===== src/rtl/ipump_pkg.sv =====
package ipump_pkg;
  // strobes from control to datapath, one clock each
  typedef struct packed {
    logic pump;      // pump pulse is high this clock
    logic hit;       // photon hit this clock
    logic frameEnd;  // this clock is the last tick of the frame
  } ctrlStrobes_t;
endpackage


===== src/rtl/ipump_ctrl.sv =====
module ipump_ctrl
  import ipump_pkg::*;
#(
  parameter int TS_W = 12
) (
  input  logic            clk,
  input  logic            rstN,
  input  logic [TS_W-1:0] frameLenCfg,
  input  logic            cmpIn,
  input  logic            hitIn,
  output logic            pumpOut,
  output logic [TS_W-1:0] tick,
  output ctrlStrobes_t    strobes
);
  logic [TS_W-1:0] lastTick;
  logic            cmpQ;
  logic            blankQ;
  logic            frameEnd;

  assign frameEnd = (tick == lastTick);

  always_ff @(posedge clk) begin
    if (!rstN) begin
      lastTick <= frameLenCfg - TS_W'(1);
      tick     <= '0;
      cmpQ     <= 1'b0;
      pumpOut  <= 1'b0;
      blankQ   <= 1'b0;
    end else begin
      tick    <= frameEnd ? '0 : tick + TS_W'(1);
      cmpQ    <= cmpIn;
      pumpOut <= cmpQ & ~pumpOut & ~blankQ;
      blankQ  <= pumpOut;
    end
  end

  always_comb begin
    strobes.pump     = pumpOut;
    strobes.hit      = hitIn;
    strobes.frameEnd = frameEnd;
  end

  // pulse width is one clock
  a_r1_pulse_width: assert property (@(posedge clk) disable iff (!rstN)
    pumpOut |=> !pumpOut);
  // every pulse traces back to the comparator two edges earlier
  a_r1_sync_cause: assert property (@(posedge clk) disable iff (!rstN)
    pumpOut |-> $past(cmpIn, 2));
  // no pulse in the two clocks after a pulse
  a_r2_blanking: assert property (@(posedge clk) disable iff (!rstN)
    pumpOut |=> !pumpOut ##1 !pumpOut);
  // tick stays inside the frame
  a_r9_tick_bound: assert property (@(posedge clk) disable iff (!rstN)
    tick <= lastTick);
endmodule


===== src/rtl/ipump_satcnt.sv =====
module ipump_satcnt #(
  parameter int W = 8
) (
  input  logic         clk,
  input  logic         rstN,
  input  logic         inc,
  input  logic         clr,
  output logic [W-1:0] cnt,
  output logic [W-1:0] cntNext,
  output logic         ovf,
  output logic         ovfNext
);
  logic full;
  assign full = &cnt;

  always_comb begin
    cntNext = cnt;
    ovfNext = ovf;
    if (inc) begin
      if (full) ovfNext = 1'b1;
      else      cntNext = cnt + W'(1);
    end
  end

  always_ff @(posedge clk) begin
    if (!rstN || clr) begin
      cnt <= '0;
      ovf <= 1'b0;
    end else begin
      cnt <= cntNext;
      ovf <= ovfNext;
    end
  end

  // a full counter stays full until the frame clears it
  a_r8_saturate: assert property (@(posedge clk) disable iff (!rstN)
    (full && !clr) |=> full);
endmodule


===== src/rtl/ipump_datapath.sv =====
module ipump_datapath
  import ipump_pkg::*;
#(
  parameter int TS_W   = 12,
  parameter int PUMP_W = 12,
  parameter int HIT_W  = 16
) (
  input  logic              clk,
  input  logic              rstN,
  input  ctrlStrobes_t      s,
  input  logic [TS_W-1:0]   tick,
  output logic              rdStrobe,
  output logic              rdValid,
  output logic [PUMP_W-1:0] rdPumpCount,
  output logic [TS_W-1:0]   rdFirstTs,
  output logic [TS_W-1:0]   rdLastTs,
  output logic [HIT_W-1:0]  rdHitCount,
  output logic              rdLowFlux,
  output logic              rdPumpOvf,
  output logic              rdHitOvf
);
  localparam logic [PUMP_W-1:0] LOW_FLUX_LIMIT = PUMP_W'(2);

  logic [PUMP_W-1:0] pumpCnt, pumpNext;
  logic [HIT_W-1:0]  hitCnt, hitNext;
  logic              pumpOvfNext, hitOvfNext;
  logic              pumpOvfQ, hitOvfQ;
  logic [TS_W-1:0]   firstTs, lastTs, firstNext, lastNext;

  ipump_satcnt #(.W(PUMP_W)) pumpCnt_i (
    .clk(clk), .rstN(rstN), .inc(s.pump), .clr(s.frameEnd),
    .cnt(pumpCnt), .cntNext(pumpNext), .ovf(pumpOvfQ), .ovfNext(pumpOvfNext));

  ipump_satcnt #(.W(HIT_W)) hitCnt_i (
    .clk(clk), .rstN(rstN), .inc(s.hit), .clr(s.frameEnd),
    .cnt(hitCnt), .cntNext(hitNext), .ovf(hitOvfQ), .ovfNext(hitOvfNext));

  always_comb begin
    firstNext = firstTs;
    lastNext  = lastTs;
    if (s.pump) begin
      if (pumpCnt == '0) firstNext = tick;
      lastNext = tick;
    end
  end

  always_ff @(posedge clk) begin
    if (!rstN) begin
      firstTs     <= '0;
      lastTs      <= '0;
      rdStrobe    <= 1'b0;
      rdValid     <= 1'b0;
      rdPumpCount <= '0;
      rdFirstTs   <= '0;
      rdLastTs    <= '0;
      rdHitCount  <= '0;
      rdLowFlux   <= 1'b0;
      rdPumpOvf   <= 1'b0;
      rdHitOvf    <= 1'b0;
    end else begin
      rdStrobe <= s.frameEnd;
      if (s.frameEnd) begin
        rdValid     <= 1'b1;
        rdPumpCount <= pumpNext;
        rdFirstTs   <= firstNext;
        rdLastTs    <= lastNext;
        rdHitCount  <= hitNext;
        rdLowFlux   <= (pumpNext < LOW_FLUX_LIMIT);
        rdPumpOvf   <= pumpOvfNext;
        rdHitOvf    <= hitOvfNext;
        firstTs     <= '0;
        lastTs      <= '0;
      end else begin
        firstTs <= firstNext;
        lastTs  <= lastNext;
      end
    end
  end

  // the frame end clears the working counts and raises the strobe
  a_r6_clear: assert property (@(posedge clk) disable iff (!rstN)
    s.frameEnd |=> (rdStrobe && pumpCnt == '0 && hitCnt == '0 && rdValid));
  // readout stays put between frame ends
  a_r6_hold: assert property (@(posedge clk) disable iff (!rstN)
    !s.frameEnd |=> ($stable(rdPumpCount) && $stable(rdLastTs) && $stable(rdHitCount)));
  // an empty frame reports zero timestamps
  a_r7_empty_ts: assert property (@(posedge clk) disable iff (!rstN)
    (rdValid && rdPumpCount == '0) |-> (rdFirstTs == '0 && rdLastTs == '0));
  // a single pump gives equal timestamps
  a_r7_single_ts: assert property (@(posedge clk) disable iff (!rstN)
    (rdValid && rdPumpCount == PUMP_W'(1)) |-> (rdFirstTs == rdLastTs));
endmodule


===== src/rtl/ipump_frame_counter.sv =====
module ipump_frame_counter
  import ipump_pkg::*;
#(
  parameter int TS_W   = 12,
  parameter int PUMP_W = 12,
  parameter int HIT_W  = 16
) (
  input  logic              clk,
  input  logic              rstN,
  input  logic [TS_W-1:0]   frameLenCfg,
  input  logic              cmpIn,
  input  logic              hitIn,
  output logic              pumpOut,
  output logic              rdStrobe,
  output logic              rdValid,
  output logic [PUMP_W-1:0] rdPumpCount,
  output logic [TS_W-1:0]   rdFirstTs,
  output logic [TS_W-1:0]   rdLastTs,
  output logic [HIT_W-1:0]  rdHitCount,
  output logic              rdLowFlux,
  output logic              rdPumpOvf,
  output logic              rdHitOvf
);
  ctrlStrobes_t    strobes;
  logic [TS_W-1:0] tick;

  ipump_ctrl #(.TS_W(TS_W)) ctrl_i (
    .clk(clk), .rstN(rstN), .frameLenCfg(frameLenCfg),
    .cmpIn(cmpIn), .hitIn(hitIn),
    .pumpOut(pumpOut), .tick(tick), .strobes(strobes));

  ipump_datapath #(.TS_W(TS_W), .PUMP_W(PUMP_W), .HIT_W(HIT_W)) dp_i (
    .clk(clk), .rstN(rstN), .s(strobes), .tick(tick),
    .rdStrobe(rdStrobe), .rdValid(rdValid),
    .rdPumpCount(rdPumpCount), .rdFirstTs(rdFirstTs), .rdLastTs(rdLastTs),
    .rdHitCount(rdHitCount), .rdLowFlux(rdLowFlux),
    .rdPumpOvf(rdPumpOvf), .rdHitOvf(rdHitOvf));
endmodule


===== config.mk =====
export PLATFORM = sky130hd
export DESIGN_NAME = ipump_frame_counter
export DESIGN_NICKNAME = d
export VERILOG_FILES = /design/src/rtl/ipump_pkg.sv /design/src/rtl/ipump_ctrl.sv /design/src/rtl/ipump_satcnt.sv /design/src/rtl/ipump_datapath.sv /design/src/rtl/ipump_frame_counter.sv
export SDC_FILE = /design/constraint.sdc
export NUM_CORES = 1
export LEC_CHECK = 0
export BUFFER_PORTS_ARGS = -buffer_cell sky130_fd_sc_hd__buf_4
export CORE_ASPECT_RATIO = 1.25
export CORE_UTILIZATION = 28
export CTS_CLUSTER_SIZE = 8
export DETAILED_ROUTE_END_ITERATION = 7
export SLEW_MARGIN = 30
export SYNTH_ARGS = -nofsm -noshare
export SYNTH_HDL_FRONTEND = slang
export SYNTH_SLANG_ARGS = --single-unit

===== constraint.sdc =====
create_clock -name clk -period 5.23 [get_ports clk]
set_input_delay 0.523 -clock clk [delete_from_list [all_inputs] [get_ports clk]]
set_output_delay 0.523 -clock clk [all_outputs]
set_load 0.01 [all_outputs]

==> run summary <==
Status = finished, final reports clean
RSZ-0062 raised after global routing = no
Yosys cell types = 58
Largest net degree at the start of global routing = 107
Diode count = 0
Synthesized area per cell = 9.823 µm²
MaxCap Viol Count = 0
M1 GR Usage = 0.1558
Worst Path Required = 5.55 ns
Cells after Synth = 576
First-pass GRT wire length = 20,760 µm
Max Slew Vio Count = 0
Detailed Route WL = 12,590 µm
Max clock buf depth = 2
Power density over the cells = 335.5 nW/µm²
Core Footprint = 19,610 µm²
Critical path cell sequence = inv_1, ha_1, or4b_1, nor3_1, nand4_1, buf_6, mux2i_1, a211oi_1
CP Launch Point = dp_i.pumpCnt_i.cnt[0]
GR Util All Layers = 0.1288
Met3 usage = 0.03797
Worst Path Buf+Inv = 2
Ratio of cells with drive above 1 in the final layout = 0.1876
Warnings from Yosys = 0
Post-route setup TNS = 0 ns
Slew @ Worst Pin = 0.7300 ns
CP max stage cell = or4b_1
Routability cong. = 0.7775
Vias = 4,132
Crit path max-delay family = simple AND/OR/NAND/NOR gates
Placement Rows = 57
Detailed-route vias per instance = 4.541
Top-Level Pins = 74
Crit-path max FO = 8
Final Hold Fails = 0
Relative slew slack = 0.5133
Synthesis-to-finish area growth = 23.15%
Clk root buf = clkbuf_16
VDD IR-drop max = 0.2240 mV
M2 GR Usage = 0.2133
Post-DRT Antenna Nets = 0
Global route hottest layer = met2
Max Freq = 0.4226 GHz
Cts hold-fix bufs = 0
Htree depth = 4
FF-to-FF Start = dp_i.pumpCnt_i.cnt[0]
Setup violators final = 0
Port Buffers = 73
Crit path capture type = flop
Post-synth EDFFs = 12
Nets = 655
Die ar. = 20,780 µm²
Setup WS post-layout = 2.864 ns
CTS Sinks = 138
Syn_nets = 597
Final min period = 2.366 ns
CP Class = reg2reg
Sequential share of the synthesized area = 0.5095
Fillers = 2,002
HP Start = cmpIn
Async S/R FF share, synth = 0
DRC Markers = 0
Leak Pwr = 2.670 nW
Clk Latency, worst-skew pair = 0.41 ns
Hold Crit Class = in2reg
Average wire per standard cell = 13.83 µm
Synthesized area = 5658 µm²
Post-CTS sizing = 0
Die Span Y = 160.9 µm
Starting Density = 0.2885
Gr ovfl total = 0
CP arrival = 2.69 ns
Synth Register Bits = 138
Number of global-route vias before repair = 3,998
DRT iter0 DRCs = 154
Worst-path clk slew = 0.06 ns
Total CTS buffers = 17
Setup Buffers After CTS = 0
Critical Path Max Stage Delay = 0.42 ns
Startpoint Class = flop
Place WS = 2.422 ns
CTS tree = yes
DR pass1 iterations = 4
Top_reg_cell synth = dfxtp_1
Final HPWL DP = 8513 µm
Antenna violations before repair = 0
Chip width = 129.1 µm
Worst Clk Skew = 0.007898 ns
Period utilization = 0.4525
-- worst register-to-register path: stages (launching register included) --
cell and delay, ns:
dfxtp_1 0.35, inv_1 0.10, ha_1 0.15, or4b_1 0.42, nor3_1 0.16, nand4_1 0.39, buf_6 0.31, mux2i_1 0.14
a211oi_1 0.25
-- cells by family after synthesis --
logic type                 Yosys count  synth area share
adders and majority gates            5           0.01106
and+or+nand+nor                    209            0.1889
DFF                                138            0.5095
xor gates and xnor gates            50           0.08337
AOI/OAI and AO/OA                   93            0.1097
muxes                               32           0.05705
buffers and inverters               49           0.04047
-- cell usage after synthesis, types with 2 or more instances --
library cell,n,area share
a211oi_1,36,0.048
o21ai_0,18,0.016
edfxtp_1,12,0.064
ha_1,5,0.011
buf_2,21,0.019
clkbuf_1,12,0.0080
inv_1,10,0.0066
xnor2_1,28,0.043
a41oi_1,2,0.0031
and2_1,6,0.0066
or4_1,2,0.0027
nor3_1,10,0.0088
nor4_4,2,0.0075
or4b_1,3,0.0053
nand4_1,10,0.011
a21oi_1,20,0.018
nand3b_1,3,0.0040
nor2_1,110,0.073
and3_2,2,0.0027
buf_4,3,0.0040
mux2i_1,30,0.053
xnor2_2,2,0.0057
and3_1,7,0.0077
nand3_1,14,0.012
and4_1,4,0.0062
nor2b_1,3,0.0033
a31oi_1,5,0.0055
o211ai_1,2,0.0027
mux2_2,2,0.0040
nand2b_1,5,0.0055
nand2_1,15,0.010
xor2_1,19,0.029
nor4_1,3,0.0033
dfxtp_1,126,0.45
-- layout by cell type, fill, tap and decap left out, types with 18 or more instances in the layout --
cell type and count:
xor2_1 19, o21ai_0 18, xnor2_1 28, mux2i_1 30
nor2_1 110, dfxtp_1 125, buf_4 75, clkbuf_16 18
a211oi_1 36, a21oi_1 20
-- power breakdown --
group / internal, mW / leakage, nW / switching, mW
clock: 0.738 / 0.271 / 0.424
combinational: 0.0338 / 1.26 / 0.0438
sequential: 1.08 / 1.13 / 0.0154
total: 1.85 / 2.67 / 0.483
-- per-stage QoR --
| stage | cells | util | instance area [µm²] | hold WS [ns] | power (mW) |
|---|---|---|---|---|---|
| floorplan | 576 | - | 5658 | 0.3736 | 1.171 |
| global placement | 879 | 0.3250 | 6375 | 0.3775 | 1.198 |
| detailed placement | 879 | 0.3253 | 6380 | 0.3849 | 1.201 |
| CTS | 909 | 0.3545 | 6952 | 0.3247 | 2.367 |
| global route | 910 | 0.3553 | 6968 | 0.3344 | 2.426 |
| finish | 910 | 0.3553 | 6968 | 0.3318 | 2.338 |
-- metal layers --
metal / up-vias / wire, µm
li1: 2133 / -
met1: 1925 / 5672
met2: 62 / 6188
met3: 12 / 568
met4: 0 / 159
met5: - / 0
-- flip-flops by register name (all words and copies together), names as in the netlist --
register and flops:
ctrl_i.blankQ 1, ctrl_i.cmpQ 1, ctrl_i.lastTick 12, ctrl_i.pumpOut 1
ctrl_i.tick 12, dp_i.firstTs 12, dp_i.hitCnt_i.cnt 16, dp_i.hitCnt_i.ovf 1
dp_i.lastTs 12, dp_i.pumpCnt_i.cnt 12, dp_i.pumpCnt_i.ovf 1, dp_i.rdFirstTs 12
dp_i.rdHitCount 16, dp_i.rdHitOvf 1, dp_i.rdLastTs 12, dp_i.rdLowFlux 1
dp_i.rdPumpCount 12, dp_i.rdPumpOvf 1, dp_i.rdStrobe 1, dp_i.rdValid 1
-- path summary, 6_finish.rpt --
path                       endpoint  slack [ns]  cells after the start
setup / recovery  dp_i.rdFirstTs[7]        2.86                      8
hold / removal          ctrl_i.cmpQ        0.33                      2
setup reg to reg  dp_i.rdFirstTs[7]        2.86                      8
hold reg to reg      ctrl_i.pumpOut        0.38                      1
-- layout make-up --
cell class	count	area, µm²	share of cell area
multi-input cells	389	2554	0.3665
inverters	11	41.29	0.005926
repair buffers	77	585.6	0.08404
clock buffers	24	483.0	0.06931
well taps	265	331.6	0.04758
clock inverters	6	88.84	0.01275
flip-flops and latches	138	2884	0.4139
(Power assumes the default switching activity.)
